## src/rtl/abrt_pkg.sv

```systemverilog
package abrt_pkg;
  typedef enum logic [1:0] {SZ_BYTE = 2'b00, SZ_HALF = 2'b01, SZ_WORD = 2'b10} abrt_size_e;
  typedef enum logic [1:0] {KD_DREAD = 2'b00, KD_DWRITE = 2'b01, KD_FETCH = 2'b10} abrt_kind_e;

  typedef struct packed {
    logic       misal;
    logic       undef;
    abrt_kind_e kind;
    abrt_size_e size;
  } abrt_info_t;

  localparam int INFO_W = $bits(abrt_info_t);
  localparam logic SEL_STATUS = 1'b0;
  localparam logic SEL_ADDR   = 1'b1;
endpackage

```

## src/rtl/abrt_prio_pick.sv

```systemverilog
module abrt_prio_pick #(
  parameter int NM = 3
) (
  input  logic [NM-1:0] req,
  output logic [NM-1:0] win
);
  always_comb begin
    win = '0;
    for (int m = NM - 1; m >= 0; m--) begin
      if (req[m]) begin
        win    = '0;
        win[m] = 1'b1;
      end
    end
  end
endmodule

```

## src/rtl/abrt_record.sv

```systemverilog
module abrt_record import abrt_pkg::*; #(
  parameter int NM = 3,
  parameter int AW = 32
) (
  input  logic             clk,
  input  logic             rst_n,
  input  logic [NM-1:0]    win,
  input  logic [NM*AW-1:0] lane_addr,
  input  logic [NM*2-1:0]  lane_size,
  input  logic [NM*2-1:0]  lane_kind,
  input  logic [NM-1:0]    lane_undef,
  input  logic [NM-1:0]    lane_misal,
  output abrt_info_t       info_q,
  output logic [AW-1:0]    addr_q,
  output logic [NM-1:0]    src_q
);
  logic [AW-1:0] sel_addr;
  logic [1:0]    sel_size;
  logic [1:0]    sel_kind;
  logic          sel_undef;
  logic          sel_misal;
  logic          any_win;

  assign any_win = |win;

  always_comb begin
    sel_addr  = '0;
    sel_size  = '0;
    sel_kind  = '0;
    sel_undef = 1'b0;
    sel_misal = 1'b0;
    for (int m = 0; m < NM; m++) begin
      sel_addr  = sel_addr  | (lane_addr[m*AW +: AW] & {AW{win[m]}});
      sel_size  = sel_size  | (lane_size[m*2 +: 2] & {2{win[m]}});
      sel_kind  = sel_kind  | (lane_kind[m*2 +: 2] & {2{win[m]}});
      sel_undef = sel_undef | (lane_undef[m] & win[m]);
      sel_misal = sel_misal | (lane_misal[m] & win[m]);
    end
  end

  always_ff @(posedge clk or negedge rst_n) begin
    if (!rst_n) begin
      info_q <= '0;
      addr_q <= '0;
      src_q  <= '0;
    end else if (any_win) begin
      info_q <= '{misal: sel_misal, undef: sel_undef,
                  kind: abrt_kind_e'(sel_kind), size: abrt_size_e'(sel_size)};
      addr_q <= sel_addr;
      src_q  <= win;
    end
  end
endmodule

```

## src/rtl/abrt_sticky.sv

```systemverilog
module abrt_sticky #(
  parameter int NM = 3
) (
  input  logic          clk,
  input  logic          rst_n,
  input  logic [NM-1:0] req,
  input  logic [NM-1:0] win,
  input  logic [NM-1:0] src_q,
  input  logic          clr,
  output logic [NM-1:0] stk_q
);
  logic any_req;
  assign any_req = |req;

  for (genvar m = 0; m < NM; m++) begin : g_flag
    logic set_m;
    assign set_m = (req[m] & ~win[m]) | (src_q[m] & any_req);
    always_ff @(posedge clk or negedge rst_n) begin
      if (!rst_n)     stk_q[m] <= 1'b0;
      else if (set_m) stk_q[m] <= 1'b1;
      else if (clr)   stk_q[m] <= 1'b0;
    end
  end
endmodule

```

## src/rtl/bus_abort_recorder.sv

```systemverilog
module bus_abort_recorder import abrt_pkg::*; #(
  parameter int NM = 3,
  parameter int AW = 32,
  parameter int DW = 32
) (
  input  logic             clk,
  input  logic             rst_n,
  input  logic [NM-1:0]    abt_valid,
  input  logic [NM*AW-1:0] abt_addr,
  input  logic [NM*2-1:0]  abt_size,
  input  logic [NM*2-1:0]  abt_kind,
  input  logic [NM-1:0]    abt_undef,
  input  logic [NM-1:0]    abt_misal,
  input  logic             rd_en,
  input  logic             rd_sel,
  output logic [DW-1:0]    rd_data
);
  localparam int STAT_W = INFO_W + 2 * NM;

  logic [NM-1:0] win;
  abrt_info_t    info_q;
  logic [AW-1:0] addr_q;
  logic [NM-1:0] src_q;
  logic [NM-1:0] stk_q;
  logic          stat_clr;
  logic [DW-1:0] status_w;
  logic [DW-1:0] address_w;

  abrt_prio_pick #(.NM(NM)) u_pick (
    .req (abt_valid),
    .win (win)
  );

  abrt_record #(.NM(NM), .AW(AW)) u_rec (
    .clk        (clk),
    .rst_n      (rst_n),
    .win        (win),
    .lane_addr  (abt_addr),
    .lane_size  (abt_size),
    .lane_kind  (abt_kind),
    .lane_undef (abt_undef),
    .lane_misal (abt_misal),
    .info_q     (info_q),
    .addr_q     (addr_q),
    .src_q      (src_q)
  );

  assign stat_clr = rd_en & (rd_sel == SEL_STATUS);

  abrt_sticky #(.NM(NM)) u_stk (
    .clk   (clk),
    .rst_n (rst_n),
    .req   (abt_valid),
    .win   (win),
    .src_q (src_q),
    .clr   (stat_clr),
    .stk_q (stk_q)
  );

  always_comb begin
    status_w = '0;
    status_w[STAT_W-1:0] = {stk_q, src_q, info_q};
    address_w = '0;
    address_w[AW-1:0] = addr_q;
  end

  assign rd_data = (rd_sel == SEL_ADDR) ? address_w : status_w;
endmodule

```

## config.mk

```make
export PLATFORM = sky130hd
export DESIGN_NAME = bus_abort_recorder
export DESIGN_NICKNAME = d
export VERILOG_FILES = /design/src/rtl/abrt_pkg.sv /design/src/rtl/abrt_prio_pick.sv /design/src/rtl/abrt_record.sv /design/src/rtl/abrt_sticky.sv /design/src/rtl/bus_abort_recorder.sv
export SDC_FILE = /design/constraint.sdc
export NUM_CORES = 1
export LEC_CHECK = 0
export ABC_AREA = 1
export BUFFER_PORTS_ARGS = -buffer_cell sky130_fd_sc_hd__buf_2
export CORE_MARGIN = 2
export CORE_UTILIZATION = 45
export CTS_CLUSTER_DIAMETER = 200
export CTS_CLUSTER_SIZE = 40
export DETAILED_ROUTE_END_ITERATION = 8
export PLACE_DENSITY = 0.8
export SLEW_MARGIN = 20
export SYNTH_ARGS = -nofsm -noshare
export SYNTH_HDL_FRONTEND = slang
export SYNTH_HIERARCHICAL = 1
export SYNTH_SLANG_ARGS = --single-unit
```

## constraint.sdc

```tcl
create_clock -name clk -period 0.9 [get_ports clk]
set_input_delay 0.045 -clock clk [delete_from_list [all_inputs] [get_ports clk]]
set_output_delay 0.045 -clock clk [all_outputs]
set_load 0.01 [all_outputs]
```

Yosys cells after proc, flatten, opt, wreduce, memory -nomap -nowiden

Index checks and enable logic that the tools add are counted.

$mul: 0
Add/subtract/negate cells: 0
Reductions and logical operators: 5
Div/mod/pow operators: 0
Order comparisons: 0
Shift operators: 0
Bitwise gates (word level): 39
Mux-type cells: 8
Eq/ne operators: 0

Operators with widths:

| kind               | number |
|---|---|
| 32-bit AND         | 3 |
| 32-bit OR          | 2 |
| 32-bit 2-to-1 mux  | 1 |
| 1-bit AND          | 13 |
| 2-bit AND          | 6 |
| 3-bit 2-to-1 mux   | 3 |
| 2-bit OR           | 4 |
| 1-bit OR           | 7 |
| 2-bit nonzero test | 3 |
| 3-bit OR reduction | 2 |
| 1-bit 2-to-1 mux   | 4 |
| 1-bit inverter     | 4 |

Memories kept: 0
Word-level logic and storage cells: 61
Memory bits (writable): 0
Latch bits: 0
ROM bits: 0
Register bits: 44

Depth between registers and ports, before layout

Gate-level depths: netlist of run 1.

Depth after elaboration: 7
Gate-level depth with buffers: 9
Gate-level depth less buffers: 8

Hierarchy

The synthesis of run 1 kept the hierarchy.

Modules (own cells, without submodules):

| module             | cells each | area each (um^2) | instances |
|---|---|---|---|
| abrt_record        | 375        | 2358.5           | 1 |
| bus_abort_recorder | 84         | 341.6            | 1 |
| abrt_sticky        | 28         | 168.9            | 1 |
| abrt_prio_pick     | 5          | 27.5             | 1 |

Worst setup path after synthesis of run 1

No wires, ideal clock.

Path type: input -> register
From: input port abt_valid[1]
To: register u_rec.addr_q[30]
Arrival: 765 ps
Cell stages on the path: 8
Required time: 834 ps
Buffers on the path: 2
Slack: 69 ps
Setup time: 66 ps
Cell sequence: inv_2 nor2_1 buf_4 buf_4 nand2_1 nand2_1 nor2_1 nand2_1

Word-level cells in the longest chain between the ends: 5
Elaborated cells on any way between the ends: 8
Those cells by class: mux: 2; bitwise: 5; reduce/logical: 1

Ends and longest elaborated chain:

| item                             | RTL line                 | RTL |
|---|---|---|
| start, declared                  | bus_abort_recorder.sv:8  | `input logic [NM-1:0] abt_valid,` |
| 3-bit 2-to-1 mux * (2 in series) | abrt_prio_pick.sv:10     | `if (req[m]) begin` |
| via win[1]                       | bus_abort_recorder.sv:20 | `logic [NM-1:0] win;` |
| 32-bit AND                       | abrt_record.sv:33        | `sel_addr = sel_addr \| (lane_addr[m*AW +: AW] & {AW{win[m]}});` |
| 32-bit OR (2 in series)          | abrt_record.sv:33        |  |
| end signal, assigned             | abrt_record.sv:49        | `addr_q <= sel_addr;` |
| end, declared                    | abrt_record.sv:14        | `output logic [AW-1:0] addr_q,` |

Mark *: on every way through the listed nets, which the timed path passes. The rest lies on a longest branch.
A chain may end at the register's enable or synchronous reset.

Worst setup path in the final report of run 1

From: register u_rec/info_q[1] (netlist name)
To: output port rd_data[1]

Word-level cells in the longest chain between the ends: 1

Ends and longest elaborated chain:

| item              | RTL line                 | RTL |
|---|---|---|
| 32-bit 2-to-1 mux | bus_abort_recorder.sv:67 | `assign rd_data = (rd_sel == SEL_ADDR) ? address_w : status_w;` |
| end, declared     | bus_abort_recorder.sv:16 | `output logic [DW-1:0] rd_data` |

No other way between the ends.

==> impl_metrics.py, run 1 <==
metrics = {
    "sta": {
        "period_needed_ns": 1.004,
        "finalCritPeriodShare_pct": 111.6,
        "skew_ns": 0.0005158,
        "setup_ws_ns": -0.1041,
        "drv_slew": 0,
        "hold_viol": 0,
        "slew_headroom_pct": 61.79,
        "clock.fmax_ghz": 0.9960,
        "finalSetupViolations": 32,
        "rsz0062_at_grt": "yes",
        "tightest_slew_ns": 0.5726,
    },
    "place": {
        "hpwl_mm": 5.606,
        "placed_area_sq_um": 3765,
        "place_ws_ns": -0.3942,
        "place_inst": 708,
        "port_buffers": 152,
        "place_congestion": 0.7393,
    },
    "floorplanning": {
        "coreArea_sq_um": 6277,
        "fp-row-count": 29,
        "die_h_um": 84.23,
        "die-area_sq_um": 7095,
        "die_width_um": 84.23,
        "ioPinCount": 153,
        "start_util_pct": 46.14,
    },
    "worst_setup_path": {
        "crit_chain": "nand2_1, nand2_1, buf_2",
        "cpMaxStageDelayCell": "dfrtp_1",
        "ff2ff_setup_slack_ns": 0.03,
        "r2r.worst_path.cells": 4,
        "critPathLaunchType": "register",
        "arrival_ns": 0.96,
        "r2r_start": "u_rec/addr_q[15]",
        "cpMostUsedCell": "nand2_1",
        "critPathKind": "reg -> out",
        "r2r_end": "u_rec/addr_q[15]",
        "crit_path_end_kind": "output pin",
        "cpPeakStageDelay_ns": 0.39,
        "critPathRequiredTime_ns": 0.85,
        "path_max_fanout": 2,
    },
    "hold_path": {
        "holdPathStages": 5,
        "min_path_type": "in -> reg",
        "hp-start": "abt_misal[0]",
        "min_to": "u_rec/info_q[5]",
    },
    "job": {
        "cap_violations": 0,
    },
    "power": {
        "power_frac_seq_pct": 45.0,
        "combPwrFrac_pct": 30.6,
        "clockPowerShare_pct": 24.4,
        "swShare_pct": 30.65,
        "p_leak_uw": 0.002814,
        "ir_drop_mv": 0.7077,
        "power.density_nw_per_um2": 1240,
        "switchingPower_uw": 1575,
        "p_int_uw": 3565,
    },
    "clock_tree": {
        "cts_buffers": 5,
        "htreeDepth": 2,
        "clkSinkCount": 44,
        "clock-root-buffer": "clkbuf_8",
        "clk_latency_ns": 0.29,
        "path_clk_slew_ns": 0.08,
        "clock_path_buffers": 2,
        "tritoncts": "yes",
    },
    "logic_synthesis": {
        "synth-async-reset-ratio_pct": 100.0,
        "synth-main-ff-cell": "dfrtp_1",
        "yosysTopAreaCellShare_pct": 38.01,
        "syn_avg_cell_area_sq_um": 5.887,
        "synthSimpleGateAreaFrac_pct": 47.26,
        "post-synth-top-count-cell": "nand2_1",
        "ys_seq_area_share_pct": 38.01,
        "synthTopCellsByCount": "nand2_1 (266), inv_1 (70), dfrtp_1 (44)",
        "synthMuxAreaShare_pct": 0,
        "syn_area_sq_um": 2897,
        "synth_cell_type_count": 12,
        "ys_top_cells_by_area": "dfrtp_1 (38%), nand2_1 (34%), inv_1 (9.1%), nand3_1 (6.9%), nor2_1 (5.4%)",
        "yosys.area.top_type": "dfrtp_1",
        "synth-compound-area-share_pct": 0,
        "ys_ff_latch": 44,
        "synth_fp_nets": 613,
        "synth_top_family_by_area": "simple AND/OR/NAND/NOR gates",
        "synth_edf_count": 0,
        "syn-instance-count": 492,
        "synth_warnings": 6,
        "yosys.area_share.adder_pct": 0,
        "synth-xor-area-share_pct": 0,
    },
    "grt": {
        "grt_overflow": 0,
        "grt_antenna_before_repair": 0,
        "grt_pass1_vias": 3117,
        "grt_use_total_pct": 22.97,
        "grt_max_degree": 45,
        "grt_pass1_wl_mm": 13.48,
    },
    "outcome": {
        "violations": "negative setup slack",
        "status": "finished, violations left",
    },
    "route": {
        "wl_per_cell_um": 11.35,
        "drc": 0,
        "wl_mm": 8.421,
        "dr.pass1.iters": 4,
        "first_iter_violations": 149,
        "ant_nets": 0,
        "vias": 3404,
        "via_per_inst": 4.588,
    },
    "final_layout": {
        "diodes": 0,
        "final_cells": 742,
        "layout.nets": 785,
        "fill_cells": 601,
        "finish.instance_area_sq_um": 4145,
        "layout-drive-gt1-share_pct": 31.58,
        "area_growth_pct": 43.11,
    },
}
registers in the layout, summed over array words and instances (netlist names):
register and cells:
u_stk/stk_q 3, u_rec/addr_q 32, u_rec/src_q 3, u_rec/info_q 6
worst max-delay path by stage:
stage | slack, ns | cells after the start | startpoint | endpoint
6_report | -0.10 | 3 | u_rec/info_q[1] | rd_data[1]
2_1_floorplan | 0.07 | 8 | abt_valid[1] | u_rec/addr_q[30]
4_1_cts | -0.11 | 3 | u_rec/info_q[1] | rd_data[1]
3_3_place_gp | -0.36 | 6 | abt_valid[1] | u_rec/addr_q[2]
5_1_grt | -0.18 | 3 | u_rec/info_q[1] | rd_data[1]
3_5_place_dp | -0.39 | 6 | abt_valid[1] | u_rec/addr_q[1]
per-stage QoR:
step | utilization (%) | setup TNS [ns] | hold slack, ns | total power (uW)
floorplan | - | 0 | -0.2506 | 3056
global placement | 59.98 | -13.91 | 0.03643 | 3631
detailed placement | 59.98 | -15.03 | 0.04365 | 3673
CTS | 63.07 | -2.036 | 0.007272 | 5033
global route | 66.04 | -3.607 | 0.01776 | 5499
finish | 66.04 | -1.758 | 0.01487 | 5140
layout make-up:
class / instances / area [sq um] / area share, %
repair buffers: 189 / 1161 / 28.01
flip-flops and latches: 44 / 1101 / 26.56
clock buffers: 6 / 82.58 / 1.992
well taps: 77 / 96.34 / 2.324
inverters: 72 / 270.3 / 6.520
clock inverters: 2 / 10.01 / 0.2415
multi-input cells: 352 / 1424 / 34.35
worst max-delay path: cells and delay by family, from the launching register on:
family | cells | cell delay (ns)
buffers and inverters | 1 | 0.14
DFF | 1 | 0.39
and+or+nand+nor | 2 | 0.14
logic make-up after synthesis:
| logic type | after synthesis |
|---|---|
| buffers and inverters | 98 |
| DFF | 44 |
| and+or+nand+nor | 350 |
metal layers:
metal	vias to the layer above	track usage [%]	wire (um)
met2	116	41.05	4166
met4	0	4.985	40
li1	1769	-	-
met5	-	0	0
met3	4	4.916	597
met1	1515	28.52	3617
cell usage in the layout, fill, tap and decap left out, types with 3 or more instances in the layout:
| cell | n |
|---|---|
| buf_6 | 8 |
| inv_2 | 4 |
| nor2_1 | 40 |
| dfrtp_1 | 44 |
| buf_4 | 27 |
| nand3_1 | 37 |
| inv_1 | 68 |
| clkbuf_8 | 6 |
| buf_2 | 146 |
| nand2_1 | 265 |
| nor2_4 | 4 |
| buf_12 | 6 |
| nand3_2 | 3 |
what timing repair did:
action,in CTS,in global routing
gates cloned,1,1
endpoints found under the setup margin,72,69
buffers inserted,9,14
gates resized for setup,4,19
pin swaps,10,12
endpoints found under the hold margin,44,0
hold buffers,1,0
power groups by stage:
stage               registers (uW)  logic (uW)  clock network, uW
global route                  2340        1770               1400
detailed placement            2350        1320                  0
finish                        2310        1570               1260
CTS                           2310        1420               1310
global placement              2350        1280                  0
floorplan                     2320         737                  0
Power figures use the tool's default switching activity.
==> run 2: changes to the inputs <==
TNS_END_PERCENT = 1   (was default)
==> run 2 against run 1 <==
  * The run still ends with negative setup slack left
  * Combinational power shrank 13%
  * Highest routed layer unchanged
  * Utilization down 3.4 points
  * Setup slack gained 0.0060 ns
  * Total power shrank 4.2%
  * Die area unchanged
==> impl_metrics.py, run 2 (synthesized netlist as in run 1, its figures left out) <==
metrics = {
    "outcome": {
        "status": "finished, violations left",
        "violations": "negative setup slack",
    },
    "worst_setup_path": {
        "critPathLaunchType": "register",
        "r2r.worst_path.cells": 3,
        "cpMaxStageDelayCell": "dfrtp_1",
        "r2r_start": "u_rec/src_q[2]",
        "crit_chain": "nand2_1, nand2_1, buf_2",
        "crit_path_end_kind": "output pin",
        "path_max_fanout": 2,
        "arrival_ns": 0.95,
        "critPathKind": "reg -> out",
        "cpMostUsedCell": "nand2_1",
        "critPathRequiredTime_ns": 0.85,
        "cpPeakStageDelay_ns": 0.39,
        "startpoint": "u_rec/info_q[1]",
    },
    "floorplanning": {
        "die_width_um": 84.23,
        "die_h_um": 84.23,
        "die-area_sq_um": 7095,
        "coreArea_sq_um": 6277,
        "ioPinCount": 153,
        "start_util_pct": 46.14,
        "fp-row-count": 29,
    },
    "route": {
        "ant_nets": 0,
        "dr.pass1.iters": 4,
        "first_iter_violations": 118,
        "wl_mm": 7.803,
        "via_per_inst": 4.567,
        "wl_per_cell_um": 10.85,
        "drc": 0,
        "vias": 3284,
    },
    "sta": {
        "drv_slew": 0,
        "hold_viol": 0,
        "tightest_slew_ns": 0.5419,
        "rsz0062_at_grt": "yes",
        "finalSetupViolations": 32,
        "setup_ws_ns": -0.09808,
        "skew_ns": 0.0003251,
        "clock.fmax_ghz": 1.002,
        "slew_headroom_pct": 63.79,
        "period_needed_ns": 0.9981,
        "finalCritPeriodShare_pct": 110.9,
    },
    "clock_tree": {
        "clock-root-buffer": "clkbuf_8",
        "clk_latency_ns": 0.29,
        "cts_buffers": 5,
        "path_clk_slew_ns": 0.08,
        "htreeDepth": 2,
        "clock_path_buffers": 2,
        "clkSinkCount": 44,
        "tritoncts": "yes",
    },
    "final_layout": {
        "layout.nets": 762,
        "largest_register_ffs": 32,
        "final_common_cell": "nand2_1",
        "diodes": 0,
        "reg_top3": "u_rec/addr_q (32), u_rec/info_q (6)",
        "area_growth_pct": 35.72,
        "final_cells": 719,
        "top_register": "u_rec/addr_q",
        "layout-drive-gt1-share_pct": 28.35,
        "layout_common_cells": "nand2_1 (266), buf_2 (148), inv_1 (69), dfrtp_1 (44)",
    },
    "grt": {
        "grt_pass1_wl_mm": 12.82,
        "grt_pass1_vias": 3021,
        "grt_overflow": 0,
        "grt_use_total_pct": 21.69,
        "grt_max_degree": 45,
        "grt_antenna_before_repair": 0,
    },
    "power": {
        "power.density_nw_per_um2": 1252,
        "p_leak_uw": 0.002697,
        "ir_drop_mv": 0.7028,
    },
    "hold_path": {
        "min_path_type": "in -> reg",
        "holdPathStages": 5,
        "hp-start": "abt_size[1]",
    },
    "place": {
        "place_inst": 708,
        "hpwl_mm": 5.606,
        "port_buffers": 152,
        "place_ws_ns": -0.3942,
        "place_congestion": 0.7393,
    },
    "job": {
        "cap_violations": 0,
    },
}
[run 2: where the power goes]
group / internal, uW / total (uW) / switching (uW)
Clock: 612 / 1240 / 631
Combinational: 620 / 1370 / 748
Sequential: 2190 / 2310 / 119
Total: 3430 / 4920 / 1500
[run 2: through the flow]
stage | setup TNS (ns) | utilization, % | hold slack [ns] | area (sq um) | power [uW]
global placement | -13.91 | 59.98 | 0.03643 | 3765 | 3631
global route | -3.628 | 62.63 | 0.01231 | 3931 | 5298
CTS | -4.228 | 61.73 | 0.007272 | 3875 | 4958
floorplan | 0 | - | -0.2506 | 2897 | 3056
detailed placement | -15.03 | 59.98 | 0.04365 | 3765 | 3673
finish | -1.559 | 62.63 | 0.01803 | 3931 | 4923
[run 2: area by class of cell]
cell class	count	area, sq um
Fill cell	612	2346
Multi-Input combinational cell	351	1400
Sequential cell	44	1101
Timing Repair Buffer	167	970.9
Inverter	72	270.3
Tap cell	77	96.34
Clock buffer	6	82.58
Clock inverter	2	10.01
[run 2: repair_timing]
action | in CTS | in global routing
hold endpoints to repair | 44 | 0
endpoints found under the setup margin | 72 | 74
resized for setup | 0 | 12
cloned | 0 | 1
hold buffers | 1 | 0
setup buffers | 1 | 0
pin swaps | 8 | 6
[run 2: routing by layer]
layer  global-route usage [%]  vias up  share of wire, %
li1                         -     1725                 -
met1                    26.70     1435                43
met2                    38.74      120                48
met3                    4.818        4               7.6
met4                    4.985        0              0.59
met5                        0        -                 0
[run 2: path summary, 6_finish.rpt]
path | to | slack [ns]
setup / recovery | rd_data[1] | -0.1
hold / removal | u_rec/info_q[1] | 0.02
setup reg to reg | u_rec/src_q[2] | 0.17
hold reg to reg | u_rec/addr_q[22] | 0.52
max in group asynchronous | u_stk/stk_q[0] | 0.42
min in group asynchronous | u_rec/addr_q[25] | 0.27
[run 2: critical path: cells and delay by family, from the launching register on]
| family | cells | cell delay [ns] |
|---|---|---|
| buffers and inverters | 1 | 0.14 |
| flip-flops | 1 | 0.39 |
| AND/OR/NAND/NOR | 2 | 0.14 |
==> run 3: changes to the inputs <==
PLACE_DENSITY = 0.77   (was 0.8)
==> run 3 against run 2 <==
  * The flow still finishes with violations (negative setup slack)
  * Critical path type unchanged
  * Critical path depth unchanged
  * Critical endpoint unchanged
  * Clock power about the same
  * Largest cell class unchanged
  * Global-route usage increased by 1.5 points
  * Via count increased by 0.85%
  * Utilization increased by 0.54 points
==> impl_metrics.py, run 3 (synthesized netlist as in run 1, its figures left out) <==
metrics = {
    "route": {
        "wl_met2_mm": 3.671,
        "drc": 0,
        "met3_length_um": 579,
        "routed.top_layer": "met4",
        "dr.pass1.iters": 4,
        "first_iter_violations": 170,
        "wl_per_cell_um": 11.06,
        "m1WireLength_mm": 3.629,
        "ant_nets": 0,
        "wl_mm": 7.987,
        "vias": 3312,
        "via_per_inst": 4.587,
    },
    "place": {
        "hpwl_mm": 5.463,
        "place_ws_ns": -0.4345,
        "place_congestion": 0.7506,
        "port_buffers": 152,
    },
    "power": {
        "p_leak_uw": 0.002717,
        "power_frac_seq_pct": 46.3,
        "combPwrFrac_pct": 28.2,
        "power.density_nw_per_um2": 1259,
        "swShare_pct": 30.87,
        "ir_drop_mv": 0.7261,
        "p_int_uw": 3451,
        "clockPowerShare_pct": 25.5,
        "fin_total_pwr_uw": 4992,
        "switchingPower_uw": 1541,
    },
    "worst_setup_path": {
        "cpPeakStageDelay_ns": 0.39,
        "r2r.worst_path.cells": 3,
        "arrival_ns": 0.95,
        "critPathKind": "reg -> out",
        "ff2ff_setup_slack_ns": 0.14,
        "crit_chain": "nand2_1, nand2_1, buf_2",
        "r2r_end": "u_rec/addr_q[3]",
        "r2r_start": "u_rec/addr_q[3]",
        "crit_path_end_kind": "output pin",
        "critPathLaunchType": "register",
        "path_max_fanout": 2,
        "timing.critical_path.to": "rd_data[1]",
        "cpMaxStageDelayCell": "dfrtp_1",
        "critPathRequiredTime_ns": 0.85,
        "cpMostUsedCell": "nand2_1",
        "startpoint": "u_rec/info_q[1]",
    },
    "final_layout": {
        "reg_top3": "u_rec/addr_q (32), u_rec/info_q (6)",
        "diodes": 0,
        "area_growth_pct": 36.89,
        "layout.nets": 765,
        "fin_util_pct": 63.17,
        "layout_common_cells": "nand2_1 (266), buf_2 (145), inv_1 (70), dfrtp_1 (44)",
        "fill_cells": 572,
        "final_common_cell": "nand2_1",
        "layout-drive-gt1-share_pct": 28.53,
        "top_register": "u_rec/addr_q",
        "largest_register_ffs": 32,
    },
    "floorplanning": {
        "coreArea_sq_um": 6277,
        "start_util_pct": 46.14,
        "fp-row-count": 29,
        "die-area_sq_um": 7095,
        "die_h_um": 84.23,
        "ioPinCount": 153,
        "die_width_um": 84.23,
    },
    "clock_tree": {
        "clock_path_buffers": 2,
        "path_clk_slew_ns": 0.08,
        "clock-root-buffer": "clkbuf_8",
        "tritoncts": "yes",
        "cts_buffers": 5,
        "clk_latency_ns": 0.30,
        "clkSinkCount": 44,
        "htreeDepth": 2,
    },
    "hold_path": {
        "min_path_type": "in -> reg",
        "holdPathStages": 5,
    },
    "grt": {
        "grt_pass1_vias": 3201,
        "grt_use_total_pct": 23.21,
        "grt_pass1_wl_mm": 13.70,
        "grt_overflow": 0,
        "grt_antenna_before_repair": 0,
        "grt_max_degree": 45,
    },
    "sta": {
        "finalSetupViolations": 32,
        "tightest_slew_ns": 0.5342,
        "finalCritPeriodShare_pct": 110.4,
        "hold_viol": 0,
        "skew_ns": 0.002307,
        "slew_headroom_pct": 64.30,
        "period_needed_ns": 0.9933,
        "tns_ns": -1.845,
        "rsz0062_at_grt": "yes",
        "setup_ws_ns": -0.09330,
        "drv_slew": 0,
        "clock.fmax_ghz": 1.007,
    },
    "job": {
        "cap_violations": 0,
    },
    "outcome": {
        "violations": "negative setup slack",
        "status": "finished, violations left",
    },
}
[run 3: area by class of cell]
type,instances,area [sq um],share of cell area [%]
Multi-Input combinational cell,351,1400,35.31
Sequential cell,44,1101,27.77
Timing Repair Buffer,170,1005,25.34
Inverter,72,270.3,6.816
Tap cell,77,96.34,2.430
Clock buffer,6,82.58,2.083
Clock inverter,2,10.01,0.2524
[run 3: repair_timing]
item                       4_1_cts  5_1_grt
setup endpoints to repair       73       66
pin swaps                       18       11
gates cloned                     1        0
resized for setup                5        7
hold endpoints to repair        44        0
setup buffers                    5        0
hold buffers                     1        0
[run 3: critical path: cells and delay by family, from the launching register on]
family                 cells  cell delay [ns]
flip-flops                 1             0.39
buffers and inverters      1             0.13
AND/OR/NAND/NOR            2             0.13
[run 3: worst min path at each step]
stage | slack (ns) | endpoint | from
5_1_grt | 0.02 | u_rec/addr_q[27] | abt_addr[27]
4_1_cts | 0.001 | u_rec/info_q[5] | abt_misal[0]
6_report | 0.01 | u_rec/info_q[5] | abt_misal[0]
3_3_place_gp | 0.04 | u_rec/addr_q[27] | rst_n
3_5_place_dp | 0.05 | u_rec/addr_q[27] | rst_n
2_1_floorplan | -0.25 | u_rec/addr_q[0] | rst_n
[run 3: layer usage]
layer | up-vias | GRT usage, %
li1 | 1733 | -
met1 | 1448 | 30.04
met2 | 122 | 39.39
met3 | 9 | 4.425
met4 | 0 | 7.185
met5 | - | 0
[run 3: power by group through the flow]
stage | sequential [uW] | combinational [uW] | clock, uW
4_1_cts | 2310 | 1390 | 1300
3_5_place_dp | 2350 | 1330 | 0
6_report | 2310 | 1410 | 1270
5_1_grt | 2340 | 1610 | 1400
3_3_place_gp | 2350 | 1280 | 0
2_1_floorplan | 2320 | 737 | 0
[run 3: stage by stage]
stage | hold slack (ns) | instances | cell area [sq um]
floorplan | -0.2506 | 492 | 2897
global placement | 0.04227 | 707 | 3757
detailed placement | 0.04515 | 707 | 3757
CTS | 0.001109 | 722 | 3925
global route | 0.01702 | 722 | 3965
finish | 0.01021 | 722 | 3965
